[src/rtl/cyc_pm_pkg.sv]
package cyc_pm_pkg;
  typedef enum logic [2:0] {
    SEL_CTRL  = 3'd0,
    SEL_ENSET = 3'd1,
    SEL_ENCLR = 3'd2,
    SEL_USER  = 3'd3,
    SEL_COUNT = 3'd4
  } pm_sel_e;

  localparam int GLB_EN_BIT = 0;
  localparam int CLR_BIT    = 2;

  typedef struct packed {
    logic ctrl;
    logic enset;
    logic enclr;
    logic user;
    logic count;
  } pm_wr_s;
endpackage

[src/rtl/cyc_pm_access.sv]
module cyc_pm_access
  import cyc_pm_pkg::*;
(
  input  logic       acc_en,
  input  logic [2:0] acc_sel,
  input  logic       acc_wr,
  input  logic       acc_priv,
  input  logic       user_ok,
  output pm_wr_s     wr_strb,
  output logic       rd_ok,
  output logic       fault
);
  pm_sel_e sel_e;
  logic    wr_ok;

  assign sel_e = pm_sel_e'(acc_sel);

  always_comb begin
    fault = acc_en && !acc_priv && (acc_wr || !user_ok);
    wr_ok = acc_en && acc_wr && acc_priv;
    rd_ok = acc_en && !acc_wr && !fault;
    wr_strb.ctrl  = wr_ok && (sel_e == SEL_CTRL);
    wr_strb.enset = wr_ok && (sel_e == SEL_ENSET);
    wr_strb.enclr = wr_ok && (sel_e == SEL_ENCLR);
    wr_strb.user  = wr_ok && (sel_e == SEL_USER);
    wr_strb.count = wr_ok && (sel_e == SEL_COUNT);
  end
endmodule

[src/rtl/cyc_pm_ctrl.sv]
module cyc_pm_ctrl
  import cyc_pm_pkg::*;
#(
  parameter int DATA_W = 32
) (
  input  logic              clk,
  input  logic              rst_n,
  input  pm_wr_s            wr_strb,
  input  logic [DATA_W-1:0] wdata,
  output logic              glb_en_q,
  output logic              cnt_en_q,
  output logic              user_q,
  output logic              clr_pulse
);
  localparam int C_BIT = DATA_W - 1;

  logic glb_en_d, cnt_en_d, user_d;

  always_comb begin
    glb_en_d  = glb_en_q;
    cnt_en_d  = cnt_en_q;
    user_d    = user_q;
    clr_pulse = wr_strb.ctrl && wdata[CLR_BIT];
    if (wr_strb.ctrl)                   glb_en_d = wdata[GLB_EN_BIT];
    if (wr_strb.enset && wdata[C_BIT])  cnt_en_d = 1'b1;
    if (wr_strb.enclr && wdata[C_BIT])  cnt_en_d = 1'b0;
    if (wr_strb.user)                   user_d   = wdata[0];
  end

  always_ff @(posedge clk or negedge rst_n) begin
    if (!rst_n) begin
      glb_en_q <= 1'b0;
      cnt_en_q <= 1'b0;
      user_q   <= 1'b0;
    end else begin
      glb_en_q <= glb_en_d;
      cnt_en_q <= cnt_en_d;
      user_q   <= user_d;
    end
  end
endmodule

[src/rtl/cyc_pm_counter.sv]
module cyc_pm_counter #(
  parameter int W = 32
) (
  input  logic         clk,
  input  logic         rst_n,
  input  logic         clr,
  input  logic         load,
  input  logic [W-1:0] load_val,
  input  logic         inc_en,
  output logic [W-1:0] count_q
);
  logic [W-1:0] count_d;
  logic         ce;

  always_comb begin
    ce      = clr || load || inc_en;
    count_d = count_q;
    if (clr)         count_d = '0;
    else if (load)   count_d = load_val;
    else if (inc_en) count_d = count_q + 1'b1;
  end

  always_ff @(posedge clk or negedge rst_n) begin
    if (!rst_n)   count_q <= '0;
    else if (ce)  count_q <= count_d;
  end
endmodule

[src/rtl/cyc_perfmon.sv]
module cyc_perfmon
  import cyc_pm_pkg::*;
#(
  parameter int          DATA_W  = 32,
  parameter logic [31:0] CTRL_ID = 32'h4107_2000,
  parameter int          SYNC_N  = 2
) (
  input  logic              clk,
  input  logic              rst_n,
  input  logic              acc_en,
  input  logic [2:0]        acc_sel,
  input  logic              acc_wr,
  input  logic [DATA_W-1:0] acc_wdata,
  input  logic              acc_priv,
  output logic [DATA_W-1:0] acc_rdata,
  output logic              acc_fault
);
  localparam int C_BIT = DATA_W - 1;
  localparam logic [DATA_W-1:0] ID_RO =
    DATA_W'(CTRL_ID) & ~((DATA_W'(1) << GLB_EN_BIT) | (DATA_W'(1) << CLR_BIT));

  logic [SYNC_N-1:0] rst_sync_q;
  logic              rst_sync_n;

  always_ff @(posedge clk or negedge rst_n) begin
    if (!rst_n) rst_sync_q <= '0;
    else        rst_sync_q <= {rst_sync_q[SYNC_N-2:0], 1'b1};
  end
  assign rst_sync_n = rst_sync_q[SYNC_N-1];

  pm_wr_s            wr_strb;
  logic              rd_ok;
  logic              glb_en_q, cnt_en_q, user_q, clr_pulse;
  logic [DATA_W-1:0] count_q;
  pm_sel_e           sel_e;

  cyc_pm_access u_acc (
    .acc_en   (acc_en),
    .acc_sel  (acc_sel),
    .acc_wr   (acc_wr),
    .acc_priv (acc_priv),
    .user_ok  (user_q),
    .wr_strb  (wr_strb),
    .rd_ok    (rd_ok),
    .fault    (acc_fault)
  );

  cyc_pm_ctrl #(.DATA_W(DATA_W)) u_ctrl (
    .clk       (clk),
    .rst_n     (rst_sync_n),
    .wr_strb   (wr_strb),
    .wdata     (acc_wdata),
    .glb_en_q  (glb_en_q),
    .cnt_en_q  (cnt_en_q),
    .user_q    (user_q),
    .clr_pulse (clr_pulse)
  );

  cyc_pm_counter #(.W(DATA_W)) u_cnt (
    .clk      (clk),
    .rst_n    (rst_sync_n),
    .clr      (clr_pulse),
    .load     (wr_strb.count),
    .load_val (acc_wdata),
    .inc_en   (glb_en_q && cnt_en_q),
    .count_q  (count_q)
  );

  assign sel_e = pm_sel_e'(acc_sel);

  always_comb begin
    acc_rdata = '0;
    if (rd_ok) begin
      case (sel_e)
        SEL_CTRL:             acc_rdata = ID_RO | (DATA_W'(glb_en_q) << GLB_EN_BIT);
        SEL_ENSET, SEL_ENCLR: acc_rdata = DATA_W'(cnt_en_q) << C_BIT;
        SEL_USER:             acc_rdata = DATA_W'(user_q);
        SEL_COUNT:            acc_rdata = count_q;
        default:              acc_rdata = '0;
      endcase
    end
  end
endmodule

[config.mk]
export PLATFORM = sky130hd
export DESIGN_NAME = cyc_perfmon
export DESIGN_NICKNAME = d
export VERILOG_FILES = /design/src/rtl/cyc_pm_pkg.sv /design/src/rtl/cyc_pm_access.sv /design/src/rtl/cyc_pm_ctrl.sv /design/src/rtl/cyc_pm_counter.sv /design/src/rtl/cyc_perfmon.sv
export SDC_FILE = /design/constraint.sdc
export NUM_CORES = 1
export LEC_CHECK = 0
export BUFFER_PORTS_ARGS = -buffer_cell sky130_fd_sc_hd__buf_2
export CAP_MARGIN = 40
export CORE_MARGIN = 10
export CORE_UTILIZATION = 46
export DETAILED_ROUTE_END_ITERATION = 7
export GPL_TIMING_DRIVEN = 0
export PLACE_DENSITY = 0.78
export SETUP_SLACK_MARGIN = 0.4
export SYNTH_ARGS = -nofsm -noshare
export SYNTH_HDL_FRONTEND = slang
export SYNTH_SLANG_ARGS = --single-unit
[constraint.sdc]
create_clock -name clk -period 4.14 [get_ports clk]
set_input_delay 0.207 -clock clk [delete_from_list [all_inputs] [get_ports clk]]
set_output_delay 0.207 -clock clk [all_outputs]
set_load 0.05 [all_outputs]
# Word level (Yosys, flattened, before mapping)

Index checks and enable logic that the tools add are counted.

Memories: 0
Register bits: 37
Word-level logic and storage cells: 44
RAM bits: 0
ROM bits: 0
Bits in latches: 0

$add $sub $neg: 1
Multipliers: 0
Eq/ne operators: 4
Multiplexer cells: 7
Reduce and logical (&&, ||, !) cells: 27
Divide/modulo/power cells: 0
Shifts and indexed selects: 0
Magnitude comparators: 0
Bitwise logic cells: 0

Operators with widths:

| cell                    | count |
|---|---|
| $mux W32                | 4 |
| $pmux W32 S4            | 1 |
| $add A32 B1 Y32 const B | 1 |
| $logic_and A1 B1 Y1     | 15 |
| $eq A3 B2 Y1 const B    | 2 |
| $logic_not A1 Y1        | 4 |
| $eq A3 B1 Y1 const B    | 1 |
| $eq A3 B3 Y1 const B    | 1 |
| $logic_not A3 Y1        | 1 |
| $logic_or A1 B1 Y1      | 3 |
| $reduce_bool A3 Y1      | 1 |
| $mux W1                 | 2 |
| $reduce_and A2 Y1       | 1 |
| $reduce_bool A2 Y1      | 1 |
| $reduce_or A2 Y1        | 1 |

# Depth between registers and ports, before layout

Gate-level depths: netlist of run 1.

Depth in word-level cells: 7
Mapped depth: 7
Depth with buffers taken out: 6

# Modules after synthesis

Synthesis of run 1 repeated with hierarchy kept, for this count alone.

Cell total of the unflattened synthesis: 308
Area, all modules: 2666.3 sq um

By module, submodules not included:

| module         | cells an instance | times used | area an instance (sq um) |
|---|---|---|---|
| cyc_pm_counter | 232               | 1          | 2028.2 |
| cyc_perfmon    | 54                | 1          | 406.6 |
| cyc_pm_ctrl    | 8                 | 1          | 122.6 |
| cyc_pm_access  | 14                | 1          | 108.9 |

# Least setup slack after synthesis of run 1

No wires, ideal clock.

Path type: register to output
Start point: register u_ctrl.user_q
End point: output acc_rdata[11]
Arrival time: 1.849 ns
Slack: 2.084 ns
Required time: 3.933 ns
Buffers on the path: 1
Stages on the path, launching flop included: 5
Cells stage by stage: dfrtp_1 -> o211ai_1 -> nand2b_1 -> clkbuf_1 -> nor3_1

Longest elaborated chain between the ends: 6

RTL lines:

| element                | line                | RTL |
|---|---|---|
| from (decl)            | cyc_pm_ctrl.sv:12   | `output logic user_q,` |
| from (signal assigned) | cyc_pm_ctrl.sv:38   | `user_q <= user_d;` |
| $logic_not A1 Y1       | cyc_pm_access.sv:19 | `fault = acc_en && !acc_priv && (acc_wr \|\| !user_ok);` |
| $logic_or A1 B1 Y1     | cyc_pm_access.sv:19 |  |
| $logic_and A1 B1 Y1    | cyc_pm_access.sv:19 |  |
| $logic_not A1 Y1       | cyc_pm_access.sv:21 | `rd_ok = acc_en && !acc_wr && !fault;` |
| $logic_and A1 B1 Y1    | cyc_pm_access.sv:21 |  |
| $mux W32               | cyc_perfmon.sv:73   | `if (rd_ok) begin` |
| to (decl)              | cyc_perfmon.sv:15   | `output logic [DATA_W-1:0] acc_rdata,` |

No other way between the ends.

# Final worst setup path of run 1

Start point: register u_ctrl.user_q
End point: output acc_rdata[8]

The elaborated chain is that of the path after synthesis.

==> results.py, run 1 <==
metrics = {
    "setup_path": {
        "worstSetupPathType": "flip-flop to output pin",
        "crit_chain": "o211ai_1, nand2b_1, clkbuf_1, nor2_1, clkbuf_1, and2_2, buf_2",
        "cp_slowest_cell": "dfrtp_1",
        "cp_max_fo": 10,
        "crit_top_cell": "clkbuf_1",
        "cpPeakStageDelay_ns": 0.42,
        "cp_num_buf_inv": 3,
        "cp-end-kind": "output pin",
        "rr_endpoint": "u_cnt.count_q[28]",
        "cp_data_required_time_ns": 3.93,
        "start_kind": "flip-flop",
        "rrSetupSlack_ns": 2.05,
        "path_delay_family": "buffers and inverters",
        "r2r-start": "u_cnt.count_q[0]",
        "reg2regPathDepth": 6,
        "cp_data_arrival_time_ns": 2.35,
    },
    "cells_and_area": {
        "area_delta_synth_final_pct": 22.6,
        "regArea_um2": 927,
        "finalNonFillerCells": 450,
        "antenna_cells": 0,
        "fin_util_pct": 57.6,
        "nFillCells": 517,
        "drive_gt1_share_pct": 28.6,
        "finalNetCount": 418,
        "multi_input_area_um2": 1490,
    },
    "die": {
        "die_area_um2": 8930,
        "io_pins": 73,
        "die_y_um": 94.5,
        "core_area_um2": 5440,
        "die_x_um": 94.5,
        "start_util_pct": 47.0,
        "fp-row-count": 27,
    },
    "routing": {
        "drt-total-wl_um": 8050,
        "antenna_left": 0,
        "via_per_inst": 5.75,
        "drt_iter0_drc": 269,
        "wire_per_inst_um": 17.9,
        "dr.pass1.iters": 4,
        "drc": 0,
        "vias": 2587,
    },
    "min_path": {
        "holdPathEnd": "u_cnt.count_q[20]",
        "hold_path_depth": 3,
        "hp-start": "acc_wdata[20]",
        "min_path_type": "input port to flip-flop",
    },
    "synthesis": {
        "yosys.area.top_type": "dfrtp_1",
        "synthFlopType": "dfrtp_1",
        "async_flop_share_pct": 100,
        "syn_area_um2": 2550,
        "synth_edf_count": 0,
        "syn_nets": 338,
        "yosysSeqAreaShare_pct": 36.3,
        "syn_area_per_cell_um2": 8.60,
        "synthTopCellsByCount": "dfrtp_1, nand2_1, and2_1",
        "synth_area_leaders": "dfrtp_1, and2_1, nand2_1",
        "yosysTopAreaCellShare_pct": 36.3,
        "ys_types": 53,
        "ys_ff_latch": 37,
        "syn-instance-count": 297,
        "yosysWarnings": 0,
        "synth_most_common_cell": "dfrtp_1",
    },
    "placement": {
        "hpwl_um": 5970,
        "dp_cells": 441,
        "io_buffers": 72,
        "gp_congestion": 0.880,
    },
    "power": {
        "leakagePower_nw": 1.40,
        "switchingPower_mw": 0.419,
        "fin_total_pwr_mw": 1.20,
        "p_sw_share_pct": 35.0,
        "seqPwrFrac_pct": 47.0,
        "intPower_mw": 0.778,
        "combPwrFrac_pct": 25.1,
        "power_density_nw_per_um2": 382,
        "clockPowerShare_pct": 27.8,
        "irDropWorstVdd_mv": 0.204,
    },
    "global_routing": {
        "track_usage_pct": 18.5,
        "grt_pass1_vias": 2803,
        "grt_max_degree": 36,
        "grt_remaining_overflow": 0,
        "grt_pass1_wl_um": 13400,
        "antenna_found_initial": 0,
    },
    "sta": {
        "setup_viol": 0,
        "rsz0062_at_grt": "false",
        "finClkSkew_ns": 0.00920,
        "fin_crit_ns": 2.56,
        "setup_tns_ns": 0,
        "slew_headroom_pct": 46.1,
        "fmax_mhz": 391,
        "hold_violations": 0,
        "worst_pin_slew_ns": 0.808,
        "drv_slew": 0,
        "period_share_pct": 61.7,
    },
    "cts": {
        "clkTransAtPathRegs_ns": 0.08,
        "tritoncts.num_buffers": 5,
        "htreeDepth": 2,
        "cts_resized": 0,
        "cts-root-buf": "clkbuf_8",
        "clock_latency_ns": 0.29,
        "clockBufferDepth": 2,
        "cts_tree": "yes",
        "cts_sinks": 37,
    },
    "status": {
        "status": "finished, final reports clean",
    },
    "run": {
        "drv_cap": 0,
    },
}
cell usage in the layout, fill, tap and decap left out, drive strengths merged, types with 9 or more instances in the layout:
cell type / count
a211oi: 10
a21oi: 17
and2: 26
buf: 76
clkbuf: 17
dfrtp: 37
inv: 11
nand2: 30
nand3: 24
nand4: 12
nor2: 25
o21ai: 17
xnor2: 10
xor2: 9
kinds of logic (layout without fill, tap and decap cells):
logic type	after synthesis	after routing	share of synthesized area, %
xor+xnor	19	19	6.52
fa+ha+maj	1	1	0.490
simple gates	143	143	32.3
compound gates	67	67	17.3
other cells	1	1	0.147
flops	37	37	36.3
buf+inv	25	106	5.29
mux	4	4	1.67
power by group through the flow:
stage          Combinational, mW  Clock (mW)  Sequential [mW]
2_1_floorplan              0.227           0            0.538
3_3_place_gp               0.282           0            0.563
3_5_place_dp               0.295           0            0.567
4_1_cts                    0.299       0.338            0.561
5_1_grt                    0.334       0.351            0.578
6_report                   0.301       0.333            0.563
final cells by class:
type / instances / share of cell area [%]
Inverter: 11 / 1.32
Timing Repair Buffer: 73 / 11.8
Sequential cell: 37 / 29.6
Tap cell: 72 / 2.88
Multi-Input combinational cell: 235 / 47.7
Clock inverter: 1 / 0.959
Clock buffer: 7 / 2.76
Buffer: 14 / 3.00
stage by stage:
| step | hold WS, ns | cell area [um^2] | setup WS [ns] |
|---|---|---|---|
| 2_1_floorplan | -0.0886 | 2550 | 2.08 |
| 3_3_place_gp | -0.00791 | 3000 | 1.93 |
| 3_5_place_dp | -0.00588 | 3010 | 1.89 |
| 4_1_cts | 0.116 | 3130 | 1.57 |
| 5_1_grt | 0.126 | 3130 | 1.37 |
| 6_report | 0.115 | 3130 | 1.58 |
repair_timing:
action,4_1_cts,5_1_grt
setup buffers,0,0
endpoints found under the hold margin,2,0
hold buffers,1,0
routing by layer:
metal  part of all wire [%]  vias to the layer above  global-route usage, %
met4                    2.3                        0                   7.86
met3                    8.9                       19                   4.20
met2                     49                      124                   31.3
met1                     39                     1218                   22.2
li1                       -                     1226                      -
met5                      0                        -                      0
worst max path at each step:
stage / startpoint / endpoint / slack, ns / cells past startpoint
3_5_place_dp: u_ctrl.user_q / acc_rdata[21] / 1.89 / 7
5_1_grt: u_ctrl.user_q / acc_rdata[20] / 1.37 / 7
4_1_cts: u_ctrl.user_q / acc_rdata[21] / 1.57 / 7
3_3_place_gp: acc_sel[1] / acc_rdata[27] / 1.93 / 8
2_1_floorplan: u_ctrl.user_q / acc_rdata[11] / 2.08 / 4
6_report: u_ctrl.user_q / acc_rdata[8] / 1.58 / 7
tightest hold or removal path, stage by stage:
cell	delay, ns
buf_2	0.07
nand2_1	0.04
o21ai_1	0.06
sequential cells by signal, indices dropped and copies added (netlist names):
register	flops
u_ctrl.cnt_en_q	1
u_cnt.count_q	32
u_ctrl.user_q	1
rst_sync_q	2
u_ctrl.glb_en_q	1
(Power assumes the default switching activity.)
==> run 2, diff against run 1 <==
- ABC_AREA: unset -> 1
- PLACE_DENSITY: 0.78 -> 0.76
- clock period: 4.14 -> 2.56 ns (I/O delays scaled with it)
==> results.py, run 2 <==
metrics = {
    "status": {
        "status": "finished, final reports clean",
    },
    "cells_and_area": {
        "area_delta_synth_final_pct": 18.8,
        "fin_util_pct": 55.4,
        "regMostFlops": "u_cnt.count_q",
        "final_common_cell": "nand2_1",
        "reg_top3": "u_cnt.count_q: 32 flops, rst_sync_q: 2 flops",
        "drive_gt1_share_pct": 21.5,
        "nFillCells": 690,
        "antenna_cells": 0,
        "finalNetCount": 631,
        "largest_reg_flops": 32,
        "layout_common_cells": "nand2_1, nor2_1, buf_2, nand3_1, inv_1",
    },
    "sta": {
        "worst_pin_slew_ns": 0.830,
        "hold_violations": 0,
        "setup_viol": 0,
        "slew_headroom_pct": 44.7,
        "setup_slack_ns": 0.584,
        "setup_tns_ns": 0,
        "finClkSkew_ns": 0.00728,
        "period_share_pct": 77.2,
        "rsz0062_at_grt": "false",
        "fin_crit_ns": 1.98,
        "drv_slew": 0,
        "whs_ns": 0.0795,
        "fmax_mhz": 506,
    },
    "die": {
        "start_util_pct": 46.6,
        "io_pins": 73,
        "die_y_um": 103,
        "fp-row-count": 30,
        "die_area_um2": 10500,
        "core_area_um2": 6720,
        "die_x_um": 103,
    },
    "setup_path": {
        "cpPeakStageDelay_ns": 0.39,
        "rr_endpoint": "u_cnt.count_q[10]",
        "worstSetupStartpoint": "u_ctrl.user_q",
        "crit_chain": "a211oi_2, nor3_2, nand2_1, a21oi_1, buf_2",
        "path_delay_family": "simple AND/OR/NAND/NOR gates",
        "cp_num_buf_inv": 1,
        "reg2regPathDepth": 9,
        "cp.depth": 5,
        "start_kind": "flip-flop",
        "cp_data_arrival_time_ns": 1.85,
        "cp-end-kind": "output pin",
        "cp_data_required_time_ns": 2.43,
        "worstSetupPathType": "flip-flop to output pin",
        "cp_slowest_cell": "dfrtp_1",
        "rrSetupSlack_ns": 0.86,
        "cp_max_fo": 6,
        "r2r-start": "u_cnt.count_q[0]",
        "endpoint": "acc_rdata[24]",
    },
    "routing": {
        "dr.pass1.iters": 6,
        "via_per_inst": 5.38,
        "drc": 0,
        "drt-total-wl_um": 10400,
        "drt_iter0_drc": 287,
        "wire_per_inst_um": 15.5,
        "antenna_left": 0,
        "vias": 3609,
    },
    "synthesis": {
        "syn_nets": 552,
        "async_flop_share_pct": 100,
        "syn_area_per_cell_um2": 6.13,
        "synthFlopType": "dfrtp_1",
        "syn_area_um2": 3130,
        "synthTopCellsByCount": "nand2_1, nor2_1, nand3_1",
        "yosys.area.top_type": "dfrtp_1",
        "yosysTopAreaCellShare_pct": 29.5,
        "ys_ff_latch": 37,
        "ys_types": 34,
        "yosysWarnings": 0,
        "synth_edf_count": 0,
        "synth_area_leaders": "dfrtp_1, nand2_1, nor2_1",
        "yosysSeqAreaShare_pct": 29.5,
        "syn-instance-count": 511,
        "synth_most_common_cell": "nand2_1",
    },
    "global_routing": {
        "grt_pass1_vias": 3553,
        "antenna_found_initial": 0,
        "grt_remaining_overflow": 0,
        "grt_pass1_wl_um": 17300,
        "track_usage_pct": 20.6,
        "grt_max_degree": 36,
    },
    "power": {
        "irDropWorstVdd_mv": 0.349,
        "power_density_nw_per_um2": 716,
        "leakagePower_nw": 1.88,
        "fin_total_pwr_mw": 2.67,
    },
    "run": {
        "drv_cap": 0,
    },
    "cts": {
        "cts_tree": "yes",
        "clockBufferDepth": 2,
        "htreeDepth": 2,
        "cts-root-buf": "clkbuf_8",
        "tritoncts.num_buffers": 5,
        "clock_latency_ns": 0.30,
        "cts_sinks": 37,
        "cts_setup_buffers": 0,
        "clkTransAtPathRegs_ns": 0.08,
    },
    "placement": {
        "gp_congestion": 0.933,
        "hpwl_um": 8190,
        "pre_cts_slack_ns": 0.800,
        "io_buffers": 71,
    },
    "min_path": {
        "min_path_type": "input port to flip-flop",
    },
}
run 2: cell count changes in the layout (fill, tap and decap cells not counted), sizes merged, moves of 9 or more:
cell / delta
nor2: +80
xnor2: -9
a211oi: -9
nand3: +30
inv: +39
nor3: +17
and2: -25
nand2: +137
run 2: per-layer routing:
layer  part of all wire [%]  global-route usage (%)  wire length, um
met2                     47                    34.5             4890
met4                    1.4                    5.86              141
met1                     42                    25.8             4400
met5                      0                       0                0
met3                    9.5                    4.49              985
run 2: worst min-delay path by stage:
stage / startpoint / endpoint / cells past startpoint
after floorplan: rst_n / rst_sync_q[0] / 0
after global placement: rst_n / rst_sync_q[1] / 1
after detailed placement: rst_n / rst_sync_q[0] / 1
after CTS: acc_wdata[0] / u_ctrl.glb_en_q / 3
after global routing: acc_wdata[0] / u_ctrl.glb_en_q / 3
final: acc_wdata[0] / u_ctrl.glb_en_q / 3
run 2: area by class of cell:
type	count	area, um^2	area share (%)
Clock buffer	7	86.3	2.32
Sequential cell	37	927	24.9
Multi-Input combinational cell	407	1900	50.9
Timing Repair Buffer	72	368	9.88
Inverter	50	190	5.11
Tap cell	80	100	2.69
Clock inverter	1	30.0	0.806
Buffer	17	126	3.39
run 2: repair_timing:
action                                  in CTS  in global routing
endpoints found under the setup margin       0                 16
gates resized for setup                      0                  2
hold endpoints to repair                     2                  0
hold buffers                                 1                  0
run 2: report_power, final:
part	switching (mW)	leakage, nW	internal (mW)
registers	0.332	0.483	0.823
clock network	0.231	0.0585	0.318
logic	0.595	1.33	0.367
run 2: logic make-up (layout without fill, tap and decap cells):
group	Yosys count	in the layout	synth area share (%)
AND/OR/NAND/NOR	358	358	50.1
flip-flops	37	37	29.5
AO/OA/AOI/OAI	37	37	6.91
buffers and inverters	67	147	10.1
adder cells (fa/ha/maj)	1	1	0.399
other	1	1	0.120
XOR/XNOR	10	10	2.79
run 2: metrics by stage:
stage / area, um^2 / std cells
3_5_place_dp: 3590 / 662
5_1_grt: 3720 / 671
4_1_cts: 3720 / 671
6_report: 3720 / 671
2_1_floorplan: 3130 / 511
3_3_place_gp: 3590 / 662
run 2: worst reg2reg max path, stage by stage, from the launching register on:
cell     delay (ns)
dfrtp_1        0.42
ha_1           0.20
nand2_2        0.08
nor2_4         0.20
nand2_4        0.11
nor2_2         0.19
xor2_1         0.20
nand2_1        0.07
nand2_1        0.06
nand2_1        0.05
